===== config.mk =====
export PLATFORM = sky130hd
export DESIGN_NAME = sar_adc_sequencer
export DESIGN_NICKNAME = d
export VERILOG_FILES = /design/src/rtl/sar_seq_pkg.sv /design/src/rtl/sar_seq_edge.sv /design/src/rtl/sar_seq_timer.sv /design/src/rtl/sar_seq_sar.sv /design/src/rtl/sar_adc_sequencer.sv
export SDC_FILE = /design/constraint.sdc
export NUM_CORES = 1
export LEC_CHECK = 0
export ABC_AREA = 1
export BUFFER_PORTS_ARGS = -buffer_cell sky130_fd_sc_hd__buf_2
export CAP_MARGIN = 15
export CORE_MARGIN = 5
export CORE_UTILIZATION = 25
export CTS_BUF_LIST = sky130_fd_sc_hd__clkbuf_8
export CTS_CLUSTER_SIZE = 14
export DETAILED_ROUTE_END_ITERATION = 7
export PLACE_DENSITY = 0.56
export REMOVE_ABC_BUFFERS = 1
export SETUP_SLACK_MARGIN = 0.2
export SYNTH_ARGS = -nofsm -noshare
export SYNTH_HDL_FRONTEND = slang
export SYNTH_SLANG_ARGS = --single-unit
export TNS_END_PERCENT = 1

===== constraint.sdc =====
create_clock -name clk -period 1.7 [get_ports clk]
set_input_delay 0.34 -clock clk [delete_from_list [all_inputs] [get_ports clk]]
set_output_delay 0.34 -clock clk [all_outputs]
set_load 0.03 [all_outputs]

===== src/rtl/sar_seq_pkg.sv =====
package sar_seq_pkg;
    typedef enum logic [2:0] {
        ST_IDLE,
        ST_ARM,
        ST_INIT,
        ST_SAMPLE,
        ST_RESOLVE
    } seq_state_e;

    // Control word bit positions (above the channel field)
    localparam int POS_BUSY = 3;
    localparam int POS_DONE = 4;
    localparam int POS_EXT  = 5;
endpackage


===== src/rtl/sar_seq_edge.sv =====
module sar_seq_edge (
    input  logic clk,
    input  logic rst_n,
    input  logic tick,
    input  logic pin,
    output logic rise
);
    logic prev_q;

    always_ff @(posedge clk or negedge rst_n) begin
        if (!rst_n) begin
            prev_q <= 1'b0;
        end else if (tick) begin
            prev_q <= pin;
        end
    end

    assign rise = tick & pin & ~prev_q;
endmodule


===== src/rtl/sar_seq_timer.sv =====
module sar_seq_timer #(
    parameter int CNT_W = 4
) (
    input  logic             clk,
    input  logic             rst_n,
    input  logic             clr,
    input  logic             tick,
    input  logic [CNT_W-1:0] limit,
    output logic             last
);
    logic [CNT_W-1:0] cnt_q;

    assign last = (cnt_q == limit - CNT_W'(1));

    always_ff @(posedge clk or negedge rst_n) begin
        if (!rst_n) begin
            cnt_q <= '0;
        end else if (clr) begin
            cnt_q <= '0;
        end else if (tick) begin
            cnt_q <= last ? '0 : cnt_q + CNT_W'(1);
        end
    end
endmodule


===== src/rtl/sar_seq_sar.sv =====
module sar_seq_sar #(
    parameter int RES = 10
) (
    input  logic           clk,
    input  logic           rst_n,
    input  logic           clear,
    input  logic           step,
    input  logic           cmp,
    output logic [RES-1:0] trial,
    output logic [RES-1:0] resolved,
    output logic           last_bit
);
    localparam int IDX_W = $clog2(RES);

    logic [RES-1:0]   acc_q;
    logic [IDX_W-1:0] idx_q;
    logic [RES-1:0]   probe;

    assign probe    = RES'(1) << idx_q;
    assign trial    = acc_q | probe;
    assign resolved = cmp ? trial : acc_q;
    assign last_bit = (idx_q == '0);

    always_ff @(posedge clk or negedge rst_n) begin
        if (!rst_n) begin
            acc_q <= '0;
            idx_q <= IDX_W'(RES - 1);
        end else if (clear) begin
            acc_q <= '0;
            idx_q <= IDX_W'(RES - 1);
        end else if (step) begin
            acc_q <= resolved;
            if (!last_bit) begin
                idx_q <= idx_q - IDX_W'(1);
            end
        end
    end
endmodule


===== src/rtl/sar_adc_sequencer.sv =====
module sar_adc_sequencer
    import sar_seq_pkg::*;
#(
    parameter int RES_BITS = 10,
    parameter int CH_BITS  = 3,
    parameter int INIT_CYC = 2,
    parameter int SAMP_CYC = 8,
    parameter int BIT_CYC  = 4
) (
    input  logic                   clk,
    input  logic                   rst_n,
    input  logic                   mc_tick,
    input  logic                   reg_wr,
    input  logic [CH_BITS+4:0]     reg_wdata,
    input  logic                   ext_start_pin,
    input  logic                   cmp_in,
    input  logic                   pwr_save,
    output logic [CH_BITS+4:0]     ctrl_rd,
    output logic [RES_BITS-3:0]    result_hi,
    output logic [CH_BITS-1:0]     chan_sel,
    output logic                   sample_en,
    output logic [RES_BITS-1:0]    dac_code
);
    localparam int MAX_A   = (INIT_CYC > SAMP_CYC) ? INIT_CYC : SAMP_CYC;
    localparam int MAX_CYC = (MAX_A > BIT_CYC) ? MAX_A : BIT_CYC;
    localparam int CNT_W   = $clog2(MAX_CYC + 1);
    localparam int B_BUSY  = CH_BITS + POS_BUSY - 3;
    localparam int B_DONE  = CH_BITS + POS_DONE - 3;
    localparam int B_EXT   = CH_BITS + POS_EXT - 3;

    seq_state_e state_q, state_d;

    logic                busy_q, done_q, ext_en_q;
    logic [CH_BITS-1:0]  chan_q;
    logic [RES_BITS-1:0] result_q;

    logic                ext_rise, sw_start, ext_start, accept;
    logic                t_last, t_clr, abort, step, finish;
    logic [CNT_W-1:0]    t_limit;
    logic [RES_BITS-1:0] trial, resolved;
    logic                last_bit;

    sar_seq_edge u_edge (
        .clk   (clk),
        .rst_n (rst_n),
        .tick  (mc_tick),
        .pin   (ext_start_pin),
        .rise  (ext_rise)
    );

    sar_seq_timer #(.CNT_W(CNT_W)) u_timer (
        .clk   (clk),
        .rst_n (rst_n),
        .clr   (t_clr),
        .tick  (mc_tick),
        .limit (t_limit),
        .last  (t_last)
    );

    sar_seq_sar #(.RES(RES_BITS)) u_sar (
        .clk      (clk),
        .rst_n    (rst_n),
        .clear    (accept),
        .step     (step),
        .cmp      (cmp_in),
        .trial    (trial),
        .resolved (resolved),
        .last_bit (last_bit)
    );

    // Start qualification
    assign sw_start  = reg_wr & reg_wdata[B_BUSY] & ~busy_q
                     & (~done_q | ~reg_wdata[B_DONE]) & ~pwr_save
                     & (state_q == ST_IDLE);
    assign ext_start = ext_rise & ext_en_q & ~busy_q & ~done_q & ~pwr_save
                     & (state_q == ST_IDLE);
    assign accept    = sw_start | ext_start;

    assign abort  = pwr_save & (state_q != ST_IDLE);
    assign step   = (state_q == ST_RESOLVE) & mc_tick & t_last;
    assign finish = step & last_bit & ~pwr_save;

    always_comb begin
        unique case (state_q)
            ST_INIT:    t_limit = CNT_W'(INIT_CYC);
            ST_SAMPLE:  t_limit = CNT_W'(SAMP_CYC);
            ST_RESOLVE: t_limit = CNT_W'(BIT_CYC);
            default:    t_limit = CNT_W'(1);
        endcase
    end

    // Next state
    always_comb begin
        state_d = state_q;
        unique case (state_q)
            ST_IDLE: begin
                if (accept) begin
                    state_d = mc_tick ? ST_INIT : ST_ARM;
                end
            end
            ST_ARM: begin
                if (mc_tick) begin
                    state_d = ST_INIT;
                end
            end
            ST_INIT: begin
                if (mc_tick && t_last) begin
                    state_d = ST_SAMPLE;
                end
            end
            ST_SAMPLE: begin
                if (mc_tick && t_last) begin
                    state_d = ST_RESOLVE;
                end
            end
            ST_RESOLVE: begin
                if (finish) begin
                    state_d = ST_IDLE;
                end
            end
            default: state_d = ST_IDLE;
        endcase
        if (abort) begin
            state_d = ST_IDLE;
        end
    end

    assign t_clr = (state_d != state_q);

    // State register
    always_ff @(posedge clk or negedge rst_n) begin
        if (!rst_n) begin
            state_q <= ST_IDLE;
        end else begin
            state_q <= state_d;
        end
    end

    // Flags, channel and result
    always_ff @(posedge clk or negedge rst_n) begin
        if (!rst_n) begin
            busy_q   <= 1'b0;
            done_q   <= 1'b0;
            ext_en_q <= 1'b0;
            chan_q   <= '0;
            result_q <= '0;
        end else begin
            if (abort || finish) begin
                busy_q <= 1'b0;
            end else if (accept) begin
                busy_q <= 1'b1;
            end

            if (finish) begin
                done_q <= 1'b1;
            end else if (reg_wr && !reg_wdata[B_DONE]) begin
                done_q <= 1'b0;
            end

            if (reg_wr) begin
                ext_en_q <= reg_wdata[B_EXT];
                if (!busy_q && !done_q) begin
                    chan_q <= reg_wdata[CH_BITS-1:0];
                end
            end

            if (finish) begin
                result_q <= resolved;
            end
        end
    end

    assign ctrl_rd   = {result_q[1:0], ext_en_q, done_q, busy_q, chan_q};
    assign result_hi = result_q[RES_BITS-1:2];
    assign chan_sel  = chan_q;
    assign sample_en = (state_q == ST_SAMPLE);
    assign dac_code  = (state_q == ST_RESOLVE) ? trial : '0;
endmodule


==> report_table.html <==
<table>
<tr><th>Metric</th><th>Value</th></tr>
<tr><th colspan="2">Status</th></tr>
<tr><td>Run status</td><td>finished, violations left</td></tr>
<tr><td>Violated checks</td><td>setup timing</td></tr>
<tr><th colspan="2">Clocking</th></tr>
<tr><td>CTS clk-pin slew, worst paths</td><td>0.08 ns</td></tr>
<tr><td>Number of H-tree levels</td><td>2</td></tr>
<tr><td>Hold bufs inserted after CTS</td><td>0</td></tr>
<tr><td>Buffer cell driving the clock tree root</td><td>sky130_fd_sc_hd__clkbuf_8</td></tr>
<tr><td>Worst-skew pair later-pin latency</td><td>0.29 ns</td></tr>
<tr><td>CTS tree</td><td>yes</td></tr>
<tr><td>Longest Clk Path Bufs</td><td>2</td></tr>
<tr><td>Number of buffers created by CTS</td><td>5</td></tr>
<tr><td>Clock Sinks</td><td>38</td></tr>
<tr><th colspan="2">Drt</th></tr>
<tr><td>Drt first pass iters</td><td>4</td></tr>
<tr><td>Antenna-violating nets left</td><td>0</td></tr>
<tr><td>Total via count in the routed design</td><td>1991</td></tr>
<tr><td>Final routed wire length divided by cell count</td><td>12.2 microns</td></tr>
<tr><td>Routed wire length</td><td>5.44 mm</td></tr>
<tr><td>Routed vias/inst</td><td>4.46</td></tr>
<tr><td>Routed metal-1 wirelength</td><td>2.61 mm</td></tr>
<tr><td>Detail Route met2 WL</td><td>2.45 mm</td></tr>
<tr><td>Topmost layer with routed signal wires</td><td>met4</td></tr>
<tr><td>DR DRC count</td><td>0</td></tr>
<tr><td>Violation count after the first detailed-route iteration</td><td>103</td></tr>
<tr><td>Met3 wire length</td><td>333 microns</td></tr>
<tr><th colspan="2">Cells and area</th></tr>
<tr><td>Inserted Diodes</td><td>0</td></tr>
<tr><td>FILL cells</td><td>839</td></tr>
<tr><td>Post-Layout Inst Area</td><td>2990 sq um</td></tr>
<tr><td>Area overhead of the layout relative to synthesis</td><td>41.8%</td></tr>
<tr><td>Total Nets Final</td><td>362</td></tr>
<tr><td>Leading cell type in the layout, fill and taps excluded</td><td>sky130_fd_sc_hd__nand2_1</td></tr>
<tr><td>Fraction of final layout cells with drive strength greater than 1</td><td>41.6%</td></tr>
<tr><td>Commonest cells after routing, fill and taps aside</td><td>sky130_fd_sc_hd__nand2_1, sky130_fd_sc_hd__inv_1, sky130_fd_sc_hd__buf_4</td></tr>
<tr><th colspan="2">Critical path</th></tr>
<tr><td>Required time of the critical path</td><td>1.36 ns</td></tr>
<tr><td>Setup crit start kind</td><td>flop</td></tr>
<tr><td>Worst Path Class, Setup</td><td>flop to output pin</td></tr>
<tr><td>CP max FO</td><td>3</td></tr>
<tr><td>CP arrival</td><td>1.53 ns</td></tr>
<tr><td>Sort of element at the end of the critical path</td><td>output pin</td></tr>
<tr><th colspan="2">Timing</th></tr>
<tr><td>Slew of the pin with the lowest slew margin</td><td>0.512 ns</td></tr>
<tr><td>Clk_skew</td><td>0.00937 ns</td></tr>
<tr><td>Tcrit/Tclk final</td><td>110%</td></tr>
<tr><td>Final Max Slew Viols</td><td>0</td></tr>
<tr><td>Final hold violation count</td><td>0</td></tr>
<tr><td>Setup repair after global routing missed its margin</td><td>true</td></tr>
<tr><td>Clock period minus worst slack</td><td>1.87 ns</td></tr>
<tr><td>Maximum operating frequency</td><td>535 MHz</td></tr>
<tr><td>Max transition margin</td><td>65.9%</td></tr>
<tr><td>Setup ws final</td><td>-0.169 ns</td></tr>
<tr><td>Final setup violating endpoints</td><td>18</td></tr>
<tr><th colspan="2">Floorplan</th></tr>
<tr><td>Core Box Area</td><td>8220 sq um</td></tr>
<tr><td>Die area</td><td>10400 sq um</td></tr>
<tr><td>Die height</td><td>102 microns</td></tr>
<tr><td>Chip Width</td><td>102 microns</td></tr>
<tr><td>Std cell rows</td><td>33</td></tr>
<tr><td>IO Pins</td><td>45</td></tr>
<tr><td>Initial Util</td><td>25.7%</td></tr>
<tr><th colspan="2">Pwr</th></tr>
<tr><td>Leakage</td><td>1.48 nW</td></tr>
<tr><td>Power Dens Cells</td><td>1210 nW/um^2</td></tr>
<tr><td>Worst ir drop on vdd</td><td>0.000349 V</td></tr>
<tr><th colspan="2">GRT</th></tr>
<tr><td>Total GRT Usage</td><td>10.6%</td></tr>
<tr><td>Initial antenna violation count</td><td>0</td></tr>
<tr><td>First-pass GRT wire length</td><td>8.85 mm</td></tr>
<tr><td>Maximum number of pins on one net before global-route repair</td><td>39</td></tr>
<tr><td>Overall overflow remaining after global route</td><td>0</td></tr>
<tr><td>Vias in the first global route</td><td>1919</td></tr>
<tr><th colspan="2">Job</th></tr>
<tr><td>Max_cap viols</td><td>0</td></tr>
<tr><th colspan="2">Synthesis</th></tr>
<tr><td>Yosys warning count</td><td>0</td></tr>
<tr><td>Unique masters post-synth</td><td>28</td></tr>
<tr><td>Number of flops mapped to enable cells by yosys</td><td>0</td></tr>
<tr><td>Synth Flop Type</td><td>sky130_fd_sc_hd__dfrtp_1</td></tr>
<tr><td>Post-synthesis register bit count</td><td>38</td></tr>
<tr><td>Post-synth design cell area</td><td>2110 sq um</td></tr>
<tr><td>Per-instance average area after synthesis</td><td>7.85 sq um</td></tr>
<tr><td>Proportion of synthesized flip-flops having asynchronous set or reset</td><td>100%</td></tr>
<tr><td>Sequential area share after synthesis</td><td>45.1%</td></tr>
<tr><td>Post-synthesis cell count</td><td>269</td></tr>
<tr><th colspan="2">Hold path</th></tr>
<tr><td>Worst min path class</td><td>primary input to asynchronous set/reset pin</td></tr>
<tr><th colspan="2">Place</th></tr>
<tr><td>Placer Congestion</td><td>0.832</td></tr>
<tr><td>Dpl hpwl</td><td>3.88 mm</td></tr>
<tr><td>Dpl cell area</td><td>2570 sq um</td></tr>
<tr><td>Worst-case setup slack after placement</td><td>-0.139 ns</td></tr>
<tr><td>Port Buf Inserts</td><td>42</td></tr>
</table>
[synth_stat cells, types with 2 or more instances]
master                     number  area, sq um
sky130_fd_sc_hd__nor2_2         2         12.5
sky130_fd_sc_hd__clkinv_1       2         7.51
sky130_fd_sc_hd__inv_1         47          176
sky130_fd_sc_hd__nand2_2        2         12.5
sky130_fd_sc_hd__dfrtp_1       36          901
sky130_fd_sc_hd__nand3_2        2         20.0
sky130_fd_sc_hd__nand2_1       54          203
sky130_fd_sc_hd__o21ai_0       17         85.1
sky130_fd_sc_hd__o21ai_1        2         10.0
sky130_fd_sc_hd__nand4_1        5         31.3
sky130_fd_sc_hd__dfstp_2        2         52.6
sky130_fd_sc_hd__a211oi_1      10         75.1
sky130_fd_sc_hd__mux2_2         3         33.8
sky130_fd_sc_hd__buf_4          6         45.0
sky130_fd_sc_hd__a21oi_1       17         85.1
sky130_fd_sc_hd__clkbuf_1       5         18.8
sky130_fd_sc_hd__ha_1           6         75.1
sky130_fd_sc_hd__nand3_1       18         90.1
sky130_fd_sc_hd__inv_2          2         7.51
sky130_fd_sc_hd__nor2_1        23         86.3
[state kept, by name (all words and copies together) (netlist names)]
| signal | flops |
|---|---|
| result_q | 10 |
| u_sar.acc_q | 10 |
| u_sar.idx_q | 4 |
| u_timer.cnt_q | 4 |
| chan_sel | 3 |
| state_q | 3 |
| busy_q | 1 |
| done_q | 1 |
| ext_en_q | 1 |
| u_edge.prev_q | 1 |
[path summary, 6_finish.rpt]
path,endpoint,slack (ns),from,depth (start not counted)
max in group asynchronous,u_sar.idx_q[3]$_DFFE_PN1P_,1.22,rst_n,2
hold reg to reg,u_edge.prev_q$_DFFE_PN0P_,0.48,u_edge.prev_q$_DFFE_PN0P_,2
setup / recovery,dac_code[6],-0.17,u_sar.idx_q[0]$_DFFE_PN1P_,5
hold / removal,state_q[1]$_DFF_PN0_,0.1,rst_n,2
setup reg to reg,u_timer.cnt_q[3]$_DFFE_PN0P_,-0.13,state_q[2]$_DFF_PN0_,13
min in group clk,u_edge.prev_q$_DFFE_PN0P_,0.27,ext_start_pin,3
[report_power, final]
group	total [W]	leakage (nW)	switching (W)	internal, W
clock	0.000595	0.0438	0.000319	0.000275
sequential	0.00121	0.505	0.000167	0.00105
combinational	0.00182	0.927	0.00107	0.000756
total	0.00363	1.48	0.00155	0.00208
[metrics by stage]
step	power, W	utilization (%)	std cells	hold WS [ns]	TNS [ns]
after floorplan	0.00212	-	258	0.0444	-1.70
after global placement	0.00267	31.3	428	0.441	-0.340
after detailed placement	0.00270	31.3	428	0.439	-0.642
after CTS	0.00348	34.4	443	0.118	-2.18
after global routing	0.00392	36.4	446	0.143	-4.38
final	0.00363	36.4	446	0.0996	-2.16
[layout make-up]
cell class / count / area (sq um) / share of cell area [%]
clock inverters: 2 / 10.0 / 0.334
clock buffers: 5 / 68.8 / 2.30
inverters: 51 / 201 / 6.73
repair buffers: 76 / 532 / 17.8
multi-input cells: 169 / 1090 / 36.5
well taps: 105 / 131 / 4.39
flip-flops and latches: 38 / 957 / 32.0
[routing by layer]
metal / vias to the layer above / global-route usage, %
met5: - / 0
met4: 0 / 3.03
met3: 4 / 2.80
met2: 44 / 16.8
met1: 941 / 14.4
li1: 1002 / -
[worst max-delay path: stages, from the launching register on]
cell and delay (ns):
sky130_fd_sc_hd__dfstp_2 0.60, sky130_fd_sc_hd__inv_4 0.06, sky130_fd_sc_hd__ha_2 0.21, sky130_fd_sc_hd__a21oi_2 0.16, sky130_fd_sc_hd__nor2_1 0.05, sky130_fd_sc_hd__buf_4 0.16
[timing repair]
item / in CTS / in global routing
pin swaps: 11 / 12
buffers inserted: 8 / 3
cloned: 0 / 0
setup endpoints to repair: 44 / 44
gates resized for setup: 33 / 44
[cells by family (layout without fill, tap and decap cells)]
group | Yosys count | count (layout) | share of synthesized area (%)
adder cells (fa/ha/maj) | 6 | 6 | 3.55
XOR/XNOR | 1 | 1 | 0.415
multiplexers | 3 | 3 | 1.60
flip-flops | 38 | 38 | 45.1
AO/OA/AOI/OAI | 49 | 49 | 13.0
buffers and inverters | 62 | 134 | 12.1
AND/OR/NAND/NOR | 110 | 110 | 24.2
Power figures use the tool's default switching activity.
